### src/rtl/can_txbuf_pkg.sv
package can_txbuf_pkg;

  localparam int CODE_W = 4;

  typedef enum logic [CODE_W-1:0] {
    ST_IDLE     = 4'b1000,
    ST_REQ      = 4'b1100,
    ST_BUSY_D   = 4'b1101,
    ST_WAIT_RMT = 4'b1010,
    ST_REQ_ANS  = 4'b1110,
    ST_BUSY_ANS = 4'b1111,
    ST_RX_RDY   = 4'b0010
  } txb_state_e;

  function automatic logic code_ok(input logic [CODE_W-1:0] c);
    return (c == ST_IDLE) || (c == ST_REQ) ||
           (c == ST_REQ_ANS) || (c == ST_WAIT_RMT);
  endfunction

endpackage

### src/rtl/can_txbuf_hold.sv
module can_txbuf_hold
  import can_txbuf_pkg::*;
#(
  parameter int W = CODE_W
) (
  input  logic         clk,
  input  logic         rst_n,
  input  logic         capture,
  input  logic         clear,
  input  logic [W-1:0] code_in,
  output logic         vld,
  output logic [W-1:0] code
);
  logic         vld_d;
  logic [W-1:0] code_d;
  logic         code_en;

  always_comb begin
    vld_d   = vld;
    code_en = 1'b0;
    if (clear) begin
      vld_d = 1'b0;
    end else if (capture) begin
      vld_d   = 1'b1;
      code_en = 1'b1;
    end
    code_d = code_in;
  end

  always_ff @(posedge clk or negedge rst_n) begin
    if (!rst_n) begin
      vld <= 1'b0;
    end else begin
      vld <= vld_d;
    end
  end

  always_ff @(posedge clk or negedge rst_n) begin
    if (!rst_n) begin
      code <= '0;
    end else if (code_en) begin
      code <= code_d;
    end
  end
endmodule

### src/rtl/can_txbuf_next.sv
module can_txbuf_next
  import can_txbuf_pkg::*;
(
  input  txb_state_e         cur,
  input  logic               cpu_wr,
  input  logic [CODE_W-1:0]  cpu_code,
  input  logic               frame_remote,
  input  logic               sched,
  input  logic               tx_done,
  input  logic               tx_fail,
  input  logic               tx_preempt,
  input  logic               rtr_rx,
  input  logic               hold_vld,
  input  logic [CODE_W-1:0]  hold_code,
  output txb_state_e         nxt,
  output logic               hold_cap,
  output logic               hold_clr,
  output logic               sent_d,
  output logic               ans_d,
  output logic               rsch_d
);
  logic       busy;
  logic       outcome;
  logic       wr_ok;
  txb_state_e base;

  always_comb begin
    busy    = (cur == ST_BUSY_D) || (cur == ST_BUSY_ANS);
    outcome = tx_done || tx_fail || tx_preempt;
    wr_ok   = cpu_wr && code_ok(cpu_code);

    base = cur;
    if (tx_done) begin
      if (cur == ST_BUSY_D) base = frame_remote ? ST_RX_RDY : ST_IDLE;
      else                  base = ST_WAIT_RMT;
    end else if (tx_fail || tx_preempt) begin
      base = (cur == ST_BUSY_D) ? ST_REQ : ST_REQ_ANS;
    end

    nxt      = cur;
    hold_cap = 1'b0;
    hold_clr = 1'b0;
    sent_d   = 1'b0;
    ans_d    = 1'b0;
    rsch_d   = 1'b0;

    if (busy) begin
      if (outcome) begin
        hold_clr = 1'b1;
        sent_d   = tx_done && (cur == ST_BUSY_D);
        ans_d    = tx_done && (cur == ST_BUSY_ANS);
        if (wr_ok)         nxt = txb_state_e'(cpu_code);
        else if (hold_vld) nxt = txb_state_e'(hold_code);
        else               nxt = base;
      end else if (wr_ok) begin
        hold_cap = 1'b1;
      end
    end else begin
      hold_clr = 1'b1;
      if (wr_ok) begin
        nxt = txb_state_e'(cpu_code);
      end else if (sched && (cur == ST_REQ)) begin
        nxt = ST_BUSY_D;
      end else if (sched && (cur == ST_REQ_ANS)) begin
        nxt = ST_BUSY_ANS;
      end else if (rtr_rx && (cur == ST_WAIT_RMT)) begin
        nxt    = ST_REQ_ANS;
        rsch_d = 1'b1;
      end
    end
  end
endmodule

### src/rtl/can_txbuf_evt.sv
module can_txbuf_evt #(
  parameter int N = 3
) (
  input  logic         clk,
  input  logic         rst_n,
  input  logic [N-1:0] ev_d,
  output logic [N-1:0] ev_q
);
  for (genvar g = 0; g < N; g++) begin : g_strobe
    always_ff @(posedge clk or negedge rst_n) begin
      if (!rst_n) ev_q[g] <= 1'b0;
      else        ev_q[g] <= ev_d[g];
    end
  end
endmodule

### src/rtl/can_txbuf_status.sv
module can_txbuf_status
  import can_txbuf_pkg::*;
(
  input  logic              clk,
  input  logic              rst_n,
  input  logic              cpu_wr,
  input  logic [CODE_W-1:0] cpu_code,
  input  logic              frame_remote,
  input  logic              sched,
  input  logic              tx_done,
  input  logic              tx_fail,
  input  logic              tx_preempt,
  input  logic              rtr_rx,
  output logic [CODE_W-1:0] status,
  output logic              tx_req,
  output logic              ev_data_sent,
  output logic              ev_rtr_answered,
  output logic              ev_rtr_sched
);
  localparam int NEV = 3;

  txb_state_e        st_q, st_d;
  logic              hold_vld, hold_cap, hold_clr;
  logic [CODE_W-1:0] hold_code;
  logic [NEV-1:0]    ev_d, ev_q;

  can_txbuf_next u_next (
    .cur          (st_q),
    .cpu_wr       (cpu_wr),
    .cpu_code     (cpu_code),
    .frame_remote (frame_remote),
    .sched        (sched),
    .tx_done      (tx_done),
    .tx_fail      (tx_fail),
    .tx_preempt   (tx_preempt),
    .rtr_rx       (rtr_rx),
    .hold_vld     (hold_vld),
    .hold_code    (hold_code),
    .nxt          (st_d),
    .hold_cap     (hold_cap),
    .hold_clr     (hold_clr),
    .sent_d       (ev_d[0]),
    .ans_d        (ev_d[1]),
    .rsch_d       (ev_d[2])
  );

  can_txbuf_hold #(.W(CODE_W)) u_hold (
    .clk     (clk),
    .rst_n   (rst_n),
    .capture (hold_cap),
    .clear   (hold_clr),
    .code_in (cpu_code),
    .vld     (hold_vld),
    .code    (hold_code)
  );

  can_txbuf_evt #(.N(NEV)) u_evt (
    .clk   (clk),
    .rst_n (rst_n),
    .ev_d  (ev_d),
    .ev_q  (ev_q)
  );

  always_ff @(posedge clk or negedge rst_n) begin
    if (!rst_n) st_q <= ST_IDLE;
    else        st_q <= st_d;
  end

  assign status          = st_q;
  assign tx_req          = (st_q == ST_REQ) || (st_q == ST_REQ_ANS);
  assign ev_data_sent    = ev_q[0];
  assign ev_rtr_answered = ev_q[1];
  assign ev_rtr_sched    = ev_q[2];
endmodule

### config.mk
export PLATFORM = sky130hd
export DESIGN_NAME = can_txbuf_status
export DESIGN_NICKNAME = d
export VERILOG_FILES = /design/src/rtl/can_txbuf_pkg.sv /design/src/rtl/can_txbuf_hold.sv /design/src/rtl/can_txbuf_next.sv /design/src/rtl/can_txbuf_evt.sv /design/src/rtl/can_txbuf_status.sv
export SDC_FILE = /design/constraint.sdc
export NUM_CORES = 1
export LEC_CHECK = 0
export BUFFER_PORTS_ARGS = -buffer_cell sky130_fd_sc_hd__buf_2
export CORE_MARGIN = 2
export CORE_UTILIZATION = 42
export DETAILED_ROUTE_END_ITERATION = 10
export PLACE_DENSITY = 0.72
export SLEW_MARGIN = 0
export SYNTH_ARGS = -nofsm -noshare
export SYNTH_HDL_FRONTEND = slang
export SYNTH_SLANG_ARGS = --single-unit
export TNS_END_PERCENT = 30
### constraint.sdc
create_clock -name clk -period 1.65 [get_ports clk]
set_input_delay 0.2475 -clock clk [delete_from_list [all_inputs] [get_ports clk]]
set_output_delay 0.2475 -clock clk [all_outputs]
set_load 0.02 [all_outputs]
==> qor.txt <==
Clock transition at path regs: 80 ps
Met3 wire len: 93 um
Failing checks: setup timing
Power share of the clock group: 0.175
Post-synthesis adder-cell area fraction: 0
Worst Path Required: 1810 ps
Met1 Wirelength: 604 um
Ys Warns: 0
Die area: 1760 um2
Cells after Synth: 57
Seq cells post-synth: 12
Met2 WL post-DR: 577 um
Final non-filler cell total: 101
P_int: 0.668 mW
Worst path cell trace: and3_4, nor4b_4, nand2_2, mux2_4
VDD IR-drop max: 685 uV
Routed vias: 545
Die Y: 42.0 um
R2R depth: 4
Largest family of logic cells by synthesized area: simple AND/OR/NAND/NOR gates
Max cap viols: 0
Total Routing Usage GR: 0.167
I/O pin total: 21
Critical path's slowest cell: dfstp_2
Top Layer Used: met4
Post-synthesis sequential area ratio: 0.497
PD cells: 1350 nW/um2
R2r startpoint: status[3]
Worst-margin pin slew: 352 ps
FMAX: 603 MHz
Iter 0 DRT Violations: 14
DR WL/cell: 13.0 um
CP max FO: 6
Post-synth cell types: 29
Top-count cell post-synth: dfrtp_1
Crit end category: flip-flop
Synth Area in Compound Gates: 0.151
Hold/Removal Path Class: in2reg
Post-placement cell area: 756 um2
Flop pwr share: 0.377
CP peak stage delay: 580 ps
Initial Utilization: 0.461
Setup slack after layout: -9.20 ps
Antenna violations before repair: 0
Clock Latency Late Sink: 270 ps
Number of synthesized flops with an enable pin: 0
Leakage power: 0.396 nW
Slew margin rel.: 0.764
Setup CP Type: reg2reg
Placed cell count: 96
FF-to-FF setup slack: -9 ps
TNS Setup: -9.20 ps
Worst Path Buf+Inv: 0
FP Rows: 13
Finished Core Util: 0.601
Cell family with most CP delay: simple AND/OR/NAND/NOR gates
Mux cell area share after synthesis: 0.0845
Startpoint type of the worst setup path: flip-flop
First-pass DRT Iterations: 4
CTS tree: yes
Share of cells above drive strength 1: 0.395
Net Switching: 0.401 mW
Final Max Slew Viols: 0
R2r endpoint: u_hold.code[2]
Cells resized by post-CTS repair: 0
Post-Synth Simple-Gate Area: 0.249
Clock buffer depth: 2
HPWL Detailed: 1020 um
Top cells by area, synth: dfrtp_1 45%, mux2_4 4.9%, dfstp_2 4.3%
CTS root buf: clkbuf_4
Layout Cell Area excl Fill: 792 um2
WHS Path Cells: 2
IO buf count: 20
Fin. Hold Viols: 0
RSZ-0062 raised after global routing: true
GPL Wtd Cong: 0.894
XOR/XNOR share of the synthesized area: 0
Synth top area share: 0.454
Tcrit/Tclk final: 1.01
Synthesized area per cell: 10.6 um2
DIE WIDTH: 42.0 um
Antenna-violating nets left: 0
Final setup violation count: 1
Clock H-tree levels: 1
Synth Cell Area: 607 um2
Arrival @ worst endpoint: 1820 ps
First-pass GRT wire length: 2190 um
Combinational Power Share: 0.448
Diodes inserted: 0
Hold EP: u_hold.code[1]
Drt drc: 0
Final wirelength: 1320 um
Final Skew: 9.58 ps
CTS sink count: 12
Mapped Nets: 70
Top_reg_cell synth: dfrtp_1
Async SR Flop Fraction: 1.00
Vias in the first global route: 538
Top cells by count, synth: 11 x dfrtp_1, 6 x nand2_1, 5 x nor2_1, 3 x inv_1
Area leader, netlist: dfrtp_1
Post-route minimum period: 1660 ps
Switch share: 0.375
Gr ovfl total: 0
Clock buffer count from CTS: 3
Core area: 1320 um2
Pin count of the biggest net entering global routing: 13
Hold_sp: cpu_code[1]
Area delta synth->final: 30.5%
Vias per cell: 5.40
# nets final: 100
Status: finished, violations left
-- power by group through the flow --
stage	sequential (mW)	clock (mW)	combinational [mW]
6_report	0.403	0.187	0.479
5_1_grt	0.409	0.201	0.523
4_1_cts	0.402	0.190	0.482
3_5_place_dp	0.406	0	0.475
3_3_place_gp	0.407	0	0.474
2_1_floorplan	0.457	0	0.255
-- worst max-delay path by stage --
stage                   start              to  cells after the start
finish              status[3]  u_hold.code[2]                      4
global route        status[3]  u_hold.code[2]                      4
CTS                 status[3]  u_hold.code[2]                      4
detailed placement  status[3]  u_hold.code[2]                      4
global placement    status[3]  u_hold.code[1]                      4
floorplan           status[3]  u_hold.code[1]                      4
-- sequential cells by signal, summed over array words and instances, names as in the netlist --
register,count
u_evt.ev_q,3
status,4
u_hold.code,4
u_hold.vld,1
-- layout by cell type (no fill, tap or decap) --
master	n
and3b_1	1
mux2_1	1
clkbuf_1	1
dfrtp_1	11
a32o_1	1
nand3_1	2
a211oi_1	1
o21a_1	2
nor4b_4	1
mux2_4	2
and3_1	1
nand4_1	2
nor4_1	1
a21oi_2	1
and3_4	1
nor2b_1	1
inv_1	3
nor3_1	1
a32oi_1	1
clkbuf_4	3
and2_1	1
o21ai_0	2
nand2_1	6
nor2_1	5
buf_4	4
dlygate4sd3_1	1
o22ai_1	2
a2bb2oi_1	1
nand3b_1	1
mux2i_1	1
nand2_2	1
a21oi_1	2
buf_2	20
dfstp_2	1
-- repair_timing --
| item | in CTS | in global routing |
|---|---|---|
| endpoints found under the setup margin | 2 | 3 |
| setup buffers | 0 | 0 |
| endpoints found under the hold margin | 11 | 0 |
| hold buffers | 1 | 0 |
-- through the flow --
step	hold slack [ps]	total power, mW	worst slack, ps
finish	225	1.07	-9.20
global route	220	1.13	-84.0
CTS	226	1.07	-12.6
detailed placement	138	0.882	-5.73
global placement	133	0.880	55.1
floorplan	-48.1	0.711	-12.2
-- worst register-to-register path, stage by stage (launching register included) --
cell,delay [ps]
dfstp_2,580
and3_4,200
nor4b_4,320
nand2_2,150
mux2_4,320
-- layer usage --
metal | vias to the layer above | track usage
met5 | - | 0
met4 | 0 | 0.113
met3 | 4 | 0.0388
met2 | 24 | 0.266
met1 | 244 | 0.199
li1 | 273 | -
-- logic make-up (layout without fill, tap and decap cells) --
kind of cell | after synthesis | count (layout)
AOI/OAI and AO/OA | 13 | 13
muxes | 4 | 4
buffers and inverters | 3 | 32
DFF | 12 | 12
and+or+nand+nor | 25 | 25
-- cell type report --
class                           instances  area, um2
Clock buffer                            4       26.3
Fill cell                             112        526
Inverter                                3       11.3
Multi-Input combinational cell         42        294
Sequential cell                        12        302
Tap cell                               15       18.8
Timing Repair Buffer                   25        140
(Power assumes the default switching activity.)
